$ cat config.mk
export PLATFORM = sky130hd
export DESIGN_NAME = uv_reset_gen
export DESIGN_NICKNAME = d
export VERILOG_FILES = /design/src/rtl/uvr_pkg.sv /design/src/rtl/uvr_sync.sv /design/src/rtl/uvr_tick_counter.sv /design/src/rtl/uv_reset_gen.sv
export SDC_FILE = /design/constraint.sdc
export NUM_CORES = 1
export LEC_CHECK = 0
export CAP_MARGIN = 0
export CORE_MARGIN = 8
export CORE_UTILIZATION = 55
export CTS_BUF_LIST = sky130_fd_sc_hd__clkbuf_8
export CTS_CLUSTER_SIZE = 30
export DETAILED_ROUTE_END_ITERATION = 10
export DONT_BUFFER_PORTS = 1
export HOLD_SLACK_MARGIN = 0.05
export PLACE_DENSITY = 0.7
export SYNTH_ARGS = -nofsm -noshare
export SYNTH_HDL_FRONTEND = slang
export SYNTH_SLANG_ARGS = --single-unit
$ cat constraint.sdc
create_clock -name clk_i -period 2.34 [get_ports clk_i]
set_clock_uncertainty 0.05 [all_clocks]
set_input_delay 0.468 -clock clk_i [delete_from_list [all_inputs] [get_ports clk_i]]
set_output_delay 0.468 -clock clk_i [all_outputs]
set_load 0.005 [all_outputs]
$ cat src/rtl/uvr_pkg.sv
package uvr_pkg;

  typedef enum logic [1:0] {
    ST_LOW  = 2'd0,
    ST_HOLD = 2'd1,
    ST_RUN  = 2'd2
  } uvr_state_e;

  // One step of a saturating tick counter.
  function automatic int unsigned sat_step(input int unsigned cur,
                                           input logic        adv,
                                           input int unsigned lim);
    if (!adv)      return cur;
    if (cur >= lim) return lim;
    return cur + 1;
  endfunction

  // Counter has reached its terminal value.
  function automatic logic reached(input int unsigned cur,
                                   input int unsigned lim);
    return cur >= lim;
  endfunction

  // Clock cycles from raw flag fall to release with a tick every cycle.
  function automatic int unsigned release_cycles(input int unsigned sync_n,
                                                 input int unsigned hold);
    return sync_n + 1 + hold;
  endfunction

endpackage

$ cat src/rtl/uvr_sync.sv
module uvr_sync #(
  parameter int unsigned STAGES  = 2,
  parameter logic        RST_VAL = 1'b1
) (
  input  logic clk_i,
  input  logic rst_ni,
  input  logic d_i,
  output logic q_o
);
  logic [STAGES:0] chain;

  assign chain[0] = d_i;

  for (genvar g = 0; g < STAGES; g++) begin : g_stage
    always_ff @(posedge clk_i or negedge rst_ni) begin
      if (!rst_ni) chain[g+1] <= RST_VAL;
      else         chain[g+1] <= chain[g];
    end
  end

  assign q_o = chain[STAGES];
endmodule

$ cat src/rtl/uvr_tick_counter.sv
module uvr_tick_counter
  import uvr_pkg::*;
#(
  parameter int unsigned LIMIT = 10
) (
  input  logic clk_i,
  input  logic rst_ni,
  input  logic clear_i,
  input  logic tick_i,
  output logic done_o
);
  localparam int unsigned CW = (LIMIT < 2) ? 1 : $clog2(LIMIT + 1);

  logic [CW-1:0] cnt_q;
  logic [CW-1:0] cnt_d;

  always_comb begin
    if (clear_i) cnt_d = '0;
    else         cnt_d = CW'(sat_step(int'(cnt_q), tick_i, LIMIT));
  end

  always_ff @(posedge clk_i or negedge rst_ni) begin
    if (!rst_ni) cnt_q <= '0;
    else         cnt_q <= cnt_d;
  end

  assign done_o = reached(int'(cnt_q), LIMIT);
endmodule

$ cat src/rtl/uv_reset_gen.sv
module uv_reset_gen
  import uvr_pkg::*;
#(
  parameter int unsigned SYNC_STAGES = 2,
  parameter int unsigned DEB_TICKS   = 10,
  parameter int unsigned HOLD_TICKS  = 4000
) (
  input  logic clk_i,
  input  logic rst_ni,
  input  logic tick_i,
  input  logic vcc_low_i,
  input  logic vs_ok_i,
  output logic nres_pull_o,
  output logic rst_busy_o
);
  // Named internal events (observed by the bound checker).
  logic       uv_s;
  logic       deb_done;
  logic       hold_done;
  logic       hold_clear;
  uvr_state_e st_q;
  uvr_state_e st_d;

  // Power-up assumes the supply is bad until proven good.
  uvr_sync #(.STAGES(SYNC_STAGES), .RST_VAL(1'b1)) u_sync (
    .clk_i  (clk_i),
    .rst_ni (rst_ni),
    .d_i    (vcc_low_i),
    .q_o    (uv_s)
  );

  uvr_tick_counter #(.LIMIT(DEB_TICKS)) u_deb (
    .clk_i   (clk_i),
    .rst_ni  (rst_ni),
    .clear_i (!uv_s),
    .tick_i  (tick_i),
    .done_o  (deb_done)
  );

  assign hold_clear = (st_q != ST_HOLD);

  uvr_tick_counter #(.LIMIT(HOLD_TICKS)) u_hold (
    .clk_i   (clk_i),
    .rst_ni  (rst_ni),
    .clear_i (hold_clear),
    .tick_i  (tick_i),
    .done_o  (hold_done)
  );

  always_comb begin
    st_d = st_q;
    if (!vs_ok_i) begin
      st_d = ST_LOW;
    end else begin
      unique case (st_q)
        ST_LOW:  if (!uv_s) st_d = ST_HOLD;
        ST_HOLD: begin
          if (uv_s)           st_d = ST_LOW;
          else if (hold_done) st_d = ST_RUN;
        end
        ST_RUN:  if (deb_done) st_d = ST_LOW;
        default: st_d = ST_LOW;
      endcase
    end
  end

  always_ff @(posedge clk_i or negedge rst_ni) begin
    if (!rst_ni) st_q <= ST_LOW;
    else         st_q <= st_d;
  end

  assign nres_pull_o = vs_ok_i && (st_q != ST_RUN);
  assign rst_busy_o  = !vs_ok_i || (st_q != ST_RUN);
endmodule

==> results of run 1 <==
-- report_power, final --
group | internal (uW) | switching, uW | total [uW]
registers | 353 | 6.73 | 360
logic | 10.1 | 18.4 | 28.6
clock network | 228 | 119 | 347
-- timing repair --
| action | in CTS | in global routing |
|---|---|---|
| endpoints found under the setup margin | 0 | 0 |
| hold buffers | 1 | 0 |
| endpoints found under the hold margin | 20 | 0 |
-- worst min-delay path by stage --
stage | start | depth (start not counted) | slack (ps) | endpoint
2_1_floorplan | rst_ni | 0 | 120 | st_q[0]
3_3_place_gp | rst_ni | 0 | 120 | u_deb.cnt_q[3]
3_5_place_dp | rst_ni | 0 | 120 | u_deb.cnt_q[3]
4_1_cts | vcc_low_i | 0 | 140 | u_sync.chain[1]
5_1_grt | vcc_low_i | 0 | 130 | u_sync.chain[1]
6_report | vcc_low_i | 0 | 150 | u_sync.chain[1]
-- cells by family after synthesis --
logic type | count (synthesis)
simple gates | 46
compound gates | 30
flops | 20
buf+inv | 7
fa+ha+maj | 4
mux | 2
-- synth_stat cells, drive strengths merged --
cell    instances
nand3           8
nor3b           1
dfrtp          18
o22ai           2
o31ai           1
nand2          10
a21oi           4
a31oi           2
buf             1
nor3            4
a32o            4
o21ai           9
nor4            2
a21boi          2
nor2b           5
mux2i           2
o211ai          2
a41oi           1
and2            2
clkbuf          2
nand2b          3
a211oi          3
ha              4
dfstp           2
nor2           11
inv             4
-- per-stage QoR --
| step | power [uW] | setup WS (ps) | util, % |
|---|---|---|---|
| 2_1_floorplan | 388 | 895 | - |
| 3_3_place_gp | 387 | 770 | 57.3 |
| 3_5_place_dp | 388 | 721 | 57.3 |
| 4_1_cts | 740 | 698 | 61.6 |
| 5_1_grt | 760 | 504 | 61.6 |
| 6_report | 736 | 712 | 61.6 |
-- state kept, by name, summed over array words and instances (netlist names) --
| register | flops |
|---|---|
| u_sync.q_o | 1 |
| u_sync.chain | 1 |
| st_q | 2 |
| u_deb.cnt_q | 4 |
| u_hold.cnt_q | 12 |
-- cell type report --
class | count | share of cell area (%)
Multi-Input combinational cell | 82 | 45.4
Clock buffer | 3 | 3.56
Tap cell | 27 | 2.91
Timing Repair Buffer | 1 | 0.863
Sequential cell | 20 | 43.4
Inverter | 4 | 1.29
Clock inverter | 1 | 2.59
-- metal layers --
metal | GRT usage, % | vias to the layer above
li1 | - | 400
met3 | 3.23 | 5
met4 | 6.12 | 0
met2 | 22.0 | 6
met1 | 15.6 | 399
met5 | 0 | -
==> flow_metrics.py, run 1 <==
metrics = {
    "job": {
        "cap_violations": 0,
    },
    "worst_setup_path": {
        "worstReg2RegStart": "u_deb.cnt_q[0]",
        "worstPathMaxFanout": 4,
        "required_ps": 2490,
        "critPathCapture": "u_deb.cnt_q[2]",
        "cp_top_family": "compound AO/OA/AOI/OAI gates",
        "crit_chain": "inv_1 > ha_1 > o31ai_1 > nand3_1 > o21ai_0 > and2_1",
        "crit_slowest_cell": "o31ai_1",
        "r2r_cells": 6,
        "cp.depth": 6,
        "crit_buf_inv": 1,
        "path_class": "register to register",
        "r2r-end": "u_deb.cnt_q[2]",
        "regToRegSetupSlack_ps": 710,
        "max_stage_delay_ps": 470,
        "worstPathArrival_ps": 1780,
        "startpoint": "u_deb.cnt_q[0]",
        "critPathCaptureType": "register",
        "cp-start-kind": "register",
    },
    "synthesis": {
        "synth-simple-area-share_pct": 23.8,
        "ys_seq_area_share_pct": 47.5,
        "syn_nets": 118,
        "synth_top_area_cell": "dfrtp_1",
        "syn_avg_cell_area_um2": 9.72,
        "yosys.area_share.xor_xnor_pct": 0,
        "synth_top_family_by_area": "simple AND/OR/NAND/NOR gates",
        "ys_top_cells_by_area": "dfrtp_1 (43%), dfstp_2 (5.0%), ha_1 (4.7%), a32o_1 (3.8%), nand2_1 (3.5%)",
        "synthCells": 109,
        "synthAdderAreaFrac_pct": 4.72,
        "synth_cell_types": 33,
        "synth_compound_area_share_pct": 19.2,
        "synth.area.mux_share_pct": 1.89,
        "yosys_warnings": 0,
        "netlist_area_um2": 1060,
        "ys_ff_latch": 20,
        "synth_top_cell_area_share_pct": 42.5,
    },
    "sta": {
        "setup_viol": 0,
        "period_share_pct": 69.6,
        "fin_tns_setup_ps": 0,
        "whs_ps": 146,
        "fmax_mhz": 614,
        "period_needed_ps": 1630,
        "relSlewSlack_pct": 41.5,
        "rsz0062_at_grt": "false",
        "tightest_slew_ps": 875,
        "hold_violations": 0,
        "slew_viol_final": 0,
    },
    "layout": {
        "layout_commonest_cell": "dfrtp_1",
        "drive_above_1_share_pct": 11.7,
        "stdcell_count": 138,
        "multi_input_area_um2": 527,
        "layout_common_cells": "dfrtp_1 (18), nand2_1 (10), nor2_1 (10)",
        "design_area_um2": 1160,
        "nFillCells": 165,
        "seqCellArea_um2": 503,
        "antenna_cells": 0,
        "fin_nets": 121,
        "syn2layout_area_growth_pct": 9.44,
    },
    "pwr": {
        "ir_drop_mv": 0.441,
        "p_leak_uw": 0.000445,
        "power.density_nw_per_um2": 635,
    },
    "detailed_routing": {
        "wl_met1_um": 989,
        "met2WireLength_um": 996,
        "wl_met3_um": 41,
        "wl_um": 2060,
        "via_per_inst": 5.87,
        "num_vias": 810,
        "highest_layer": "met4",
        "drtIter0Drc": 27,
        "avgRoutedWirePerCell_um": 14.9,
        "ant_nets": 0,
        "drcViolationCount": 0,
        "firstDrtPassIters": 4,
    },
    "grt": {
        "grt_overflow": 0,
        "antenna_found_initial": 0,
        "grt_max_degree": 21,
        "track_usage_pct": 13.3,
        "grt_pass1_wl_um": 3590,
        "grt_pass1_vias": 816,
    },
    "place": {
        "place_inst": 133,
        "dp_hpwl_um": 1390,
        "gp_congestion": 0.763,
        "portBuffers": 0,
        "dpl_cell_area_um2": 1080,
    },
    "clocking": {
        "htreeDepth": 1,
        "cts_tree": "done",
        "clock_sinks": 20,
        "ctsResizeCount": 0,
        "clk_latency_ps": 260,
        "cts_inserted_buffers": 3,
        "clockBufferDepth": 2,
        "path_clk_slew_ps": 80,
        "post-cts-setup-buffers": 0,
        "root_buffer": "clkbuf_8",
    },
    "floorplan": {
        "core_um2": 1880,
        "die_area_um2": 3590,
        "die_w_um": 59.9,
        "rows": 16,
        "die_h_um": 59.9,
        "ios": 7,
        "start_util_pct": 56.3,
    },
    "status": {
        "status": "completed",
    },
    "min_path": {
        "hp-class": "input pin to register",
    },
}
No activity file was read; power rests on OpenSTA's default activity.
==> run 2: changes to the inputs <==
- ABC_AREA: default -> 1
- clock period: 2.34 -> 1.6 ns (I/O delays scaled with it)
==> flow_metrics.py, run 2 <==
metrics = {
    "status": {
        "status": "completed",
    },
    "job": {
        "cap_violations": 0,
    },
    "sta": {
        "fin_tns_setup_ps": 0,
        "setup_viol": 0,
        "period_share_pct": 88.6,
        "relSlewSlack_pct": 39.1,
        "period_needed_ps": 1420,
        "rsz0062_at_grt": "false",
        "tightest_slew_ps": 910,
        "fmax_mhz": 705,
        "hold_violations": 0,
        "setup_ws_ps": 182,
        "slew_viol_final": 0,
    },
    "synthesis": {
        "synth_most_common_cell": "nand2_1",
        "ys_top_cells_by_area": "dfrtp_1 (39%), nand2_1 (14%), nand3_1 (6.6%), inv_1 (4.9%), dfstp_2 (4.6%)",
        "synth_cell_types": 23,
        "yosys_warnings": 0,
        "synth_top_cell_area_share_pct": 39.3,
        "ys_ff_latch": 20,
        "ys_top_cells_by_count": "nand2_1 (44), dfrtp_1 (18), inv_1 (15), nand3_1 (15), nor2_1 (11)",
        "netlist_area_um2": 1150,
        "synthArstFlopShare_pct": 100,
        "ys_seq_area_share_pct": 43.9,
        "syn_nets": 156,
        "synthCells": 147,
        "syn_avg_cell_area_um2": 7.80,
        "synth_top_area_cell": "dfrtp_1",
        "synth_ff_type": "dfrtp_1",
        "synth_edf_count": 0,
    },
    "pwr": {
        "p_leak_uw": 0.000604,
        "swShare_pct": 25.6,
        "comb_power_share_pct": 10.8,
        "switchingPower_uw": 249,
        "power.density_nw_per_um2": 784,
        "power.share.clock_pct": 34.0,
        "ir_drop_mv": 0.808,
        "p_int_uw": 727,
        "sequentialPowerShare_pct": 55.2,
    },
    "clocking": {
        "clock_sinks": 20,
        "post-cts-setup-buffers": 0,
        "clk_latency_ps": 260,
        "clockBufferDepth": 2,
        "cts_tree": "done",
        "ctsResizeCount": 0,
        "path_clk_slew_ps": 80,
        "htreeDepth": 1,
        "cts_inserted_buffers": 3,
        "root_buffer": "clkbuf_8",
    },
    "grt": {
        "grt_pass1_vias": 946,
        "antenna_found_initial": 0,
        "grt_pass1_wl_um": 3970,
        "grt_overflow": 0,
        "track_usage_pct": 13.6,
        "grt_max_degree": 21,
    },
    "layout": {
        "layout_common_cells": "nand2_1 (44), dfrtp_1 (18), inv_1 (16)",
        "final_core_util_pct": 63.5,
        "fin_nets": 163,
        "drive_above_1_share_pct": 11.1,
        "stdcell_count": 180,
        "layout_commonest_cell": "nand2_1",
        "antenna_cells": 0,
        "largest_registers": "u_hold.cnt_q: 12 flops, u_deb.cnt_q: 4 flops, st_q: 2 flops",
        "largest-register": "u_hold.cnt_q",
        "largest_reg_flops": 12,
        "syn2layout_area_growth_pct": 8.62,
    },
    "floorplan": {
        "ios": 7,
        "rows": 16,
        "die_w_um": 61.7,
        "start_util_pct": 58.4,
        "die_area_um2": 3800,
        "core_um2": 1960,
        "die_h_um": 61.7,
    },
    "place": {
        "portBuffers": 0,
        "gp_congestion": 0.840,
        "dp_hpwl_um": 1590,
        "pre_cts_ws_ps": 210,
        "place_inst": 174,
    },
    "worst_setup_path": {
        "path_class": "register to register",
        "worstPathMaxFanout": 4,
        "startpoint": "u_deb.cnt_q[0]",
        "worstPathArrival_ps": 1500,
        "regToRegSetupSlack_ps": 180,
        "required_ps": 1690,
        "critPathCaptureType": "register",
        "worstReg2RegStart": "u_deb.cnt_q[0]",
        "r2r_cells": 8,
        "cp-start-kind": "register",
    },
    "detailed_routing": {
        "avgRoutedWirePerCell_um": 12.4,
        "num_vias": 969,
        "via_per_inst": 5.38,
        "wl_um": 2230,
        "drcViolationCount": 0,
        "drtIter0Drc": 36,
        "firstDrtPassIters": 4,
        "ant_nets": 0,
    },
    "min_path": {
        "min_from": "tick_i",
        "min_path_cells": 3,
        "hp-class": "input pin to register",
    },
}
## run 2: changes by cell type in the layout (fill, tap and decap cells not counted), moves of 3 or more
cell	change
a211oi_1	-3
a32o_1	-4
inv_1	+12
nand2_1	+34
nand2_2	+4
nand2b_1	-3
nand3_1	+9
nand4_1	+6
nor2b_1	-4
## run 2: power by group through the flow
stage / clock (uW) / combinational, uW / sequential (uW)
after detailed placement: 0 / 90.6 / 549
after global placement: 0 / 88.1 / 548
after global routing: 362 / 120 / 541
after floorplan: 0 / 73.6 / 545
after CTS: 338 / 105 / 539
final: 332 / 105 / 539
## run 2: worst paths after layout
check	to
min reg2reg	u_sync.q_o
min in group asynchronous	u_deb.cnt_q[0]
max	st_q[1]
max reg2reg	st_q[1]
max in group asynchronous	u_hold.cnt_q[0]
min	u_hold.cnt_q[5]
## run 2: kinds of logic (layout without fill, tap and decap cells)
family	after synthesis	in the layout	share of synthesized area (%)
flip-flops	20	20	43.9
adder cells (fa/ha/maj)	4	4	4.37
buffers and inverters	18	24	6.11
AND/OR/NAND/NOR	90	90	37.8
AO/OA/AOI/OAI	14	14	7.10
XOR/XNOR	1	1	0.764
## run 2: metrics by stage
step	hold WS (ps)	area (um2)	power, uW
after detailed placement	-24.8	1180	640
final	187	1240	976
after global routing	187	1240	1020
after CTS	185	1240	983
after floorplan	-25.6	1150	618
after global placement	-25.0	1180	636
## run 2: timing repair
| item | 4_1_cts | 5_1_grt |
|---|---|---|
| setup endpoints to repair | 0 | 0 |
| hold buffers | 2 | 0 |
| endpoints found under the hold margin | 21 | 0 |
## run 2: worst max-delay path, stage by stage, from the launching register on
cell and delay, ps:
dfrtp_1 390, inv_1 80, ha_1 190, nor2_1 110, nand2_1 60, nand2_1 110
nand3_1 130, nand4_1 120, nand2_1 60
## run 2: final cells by class
cell class,instances,area (um2)
fill,192,717
clock buffer,3,41.3
clock inverter,1,3.75
timing repair buffer,2,20.0
inverter,18,70.1
tap,27,33.8
multi-input combinational,109,573
sequential,20,503
## run 2: per-layer routing
metal / global-route usage [%] / routed length (um)
met4: 5.19 / 14
met2: 22.5 / 1060
met5: 0 / 0
met1: 16.8 / 1070
met3: 2.71 / 75
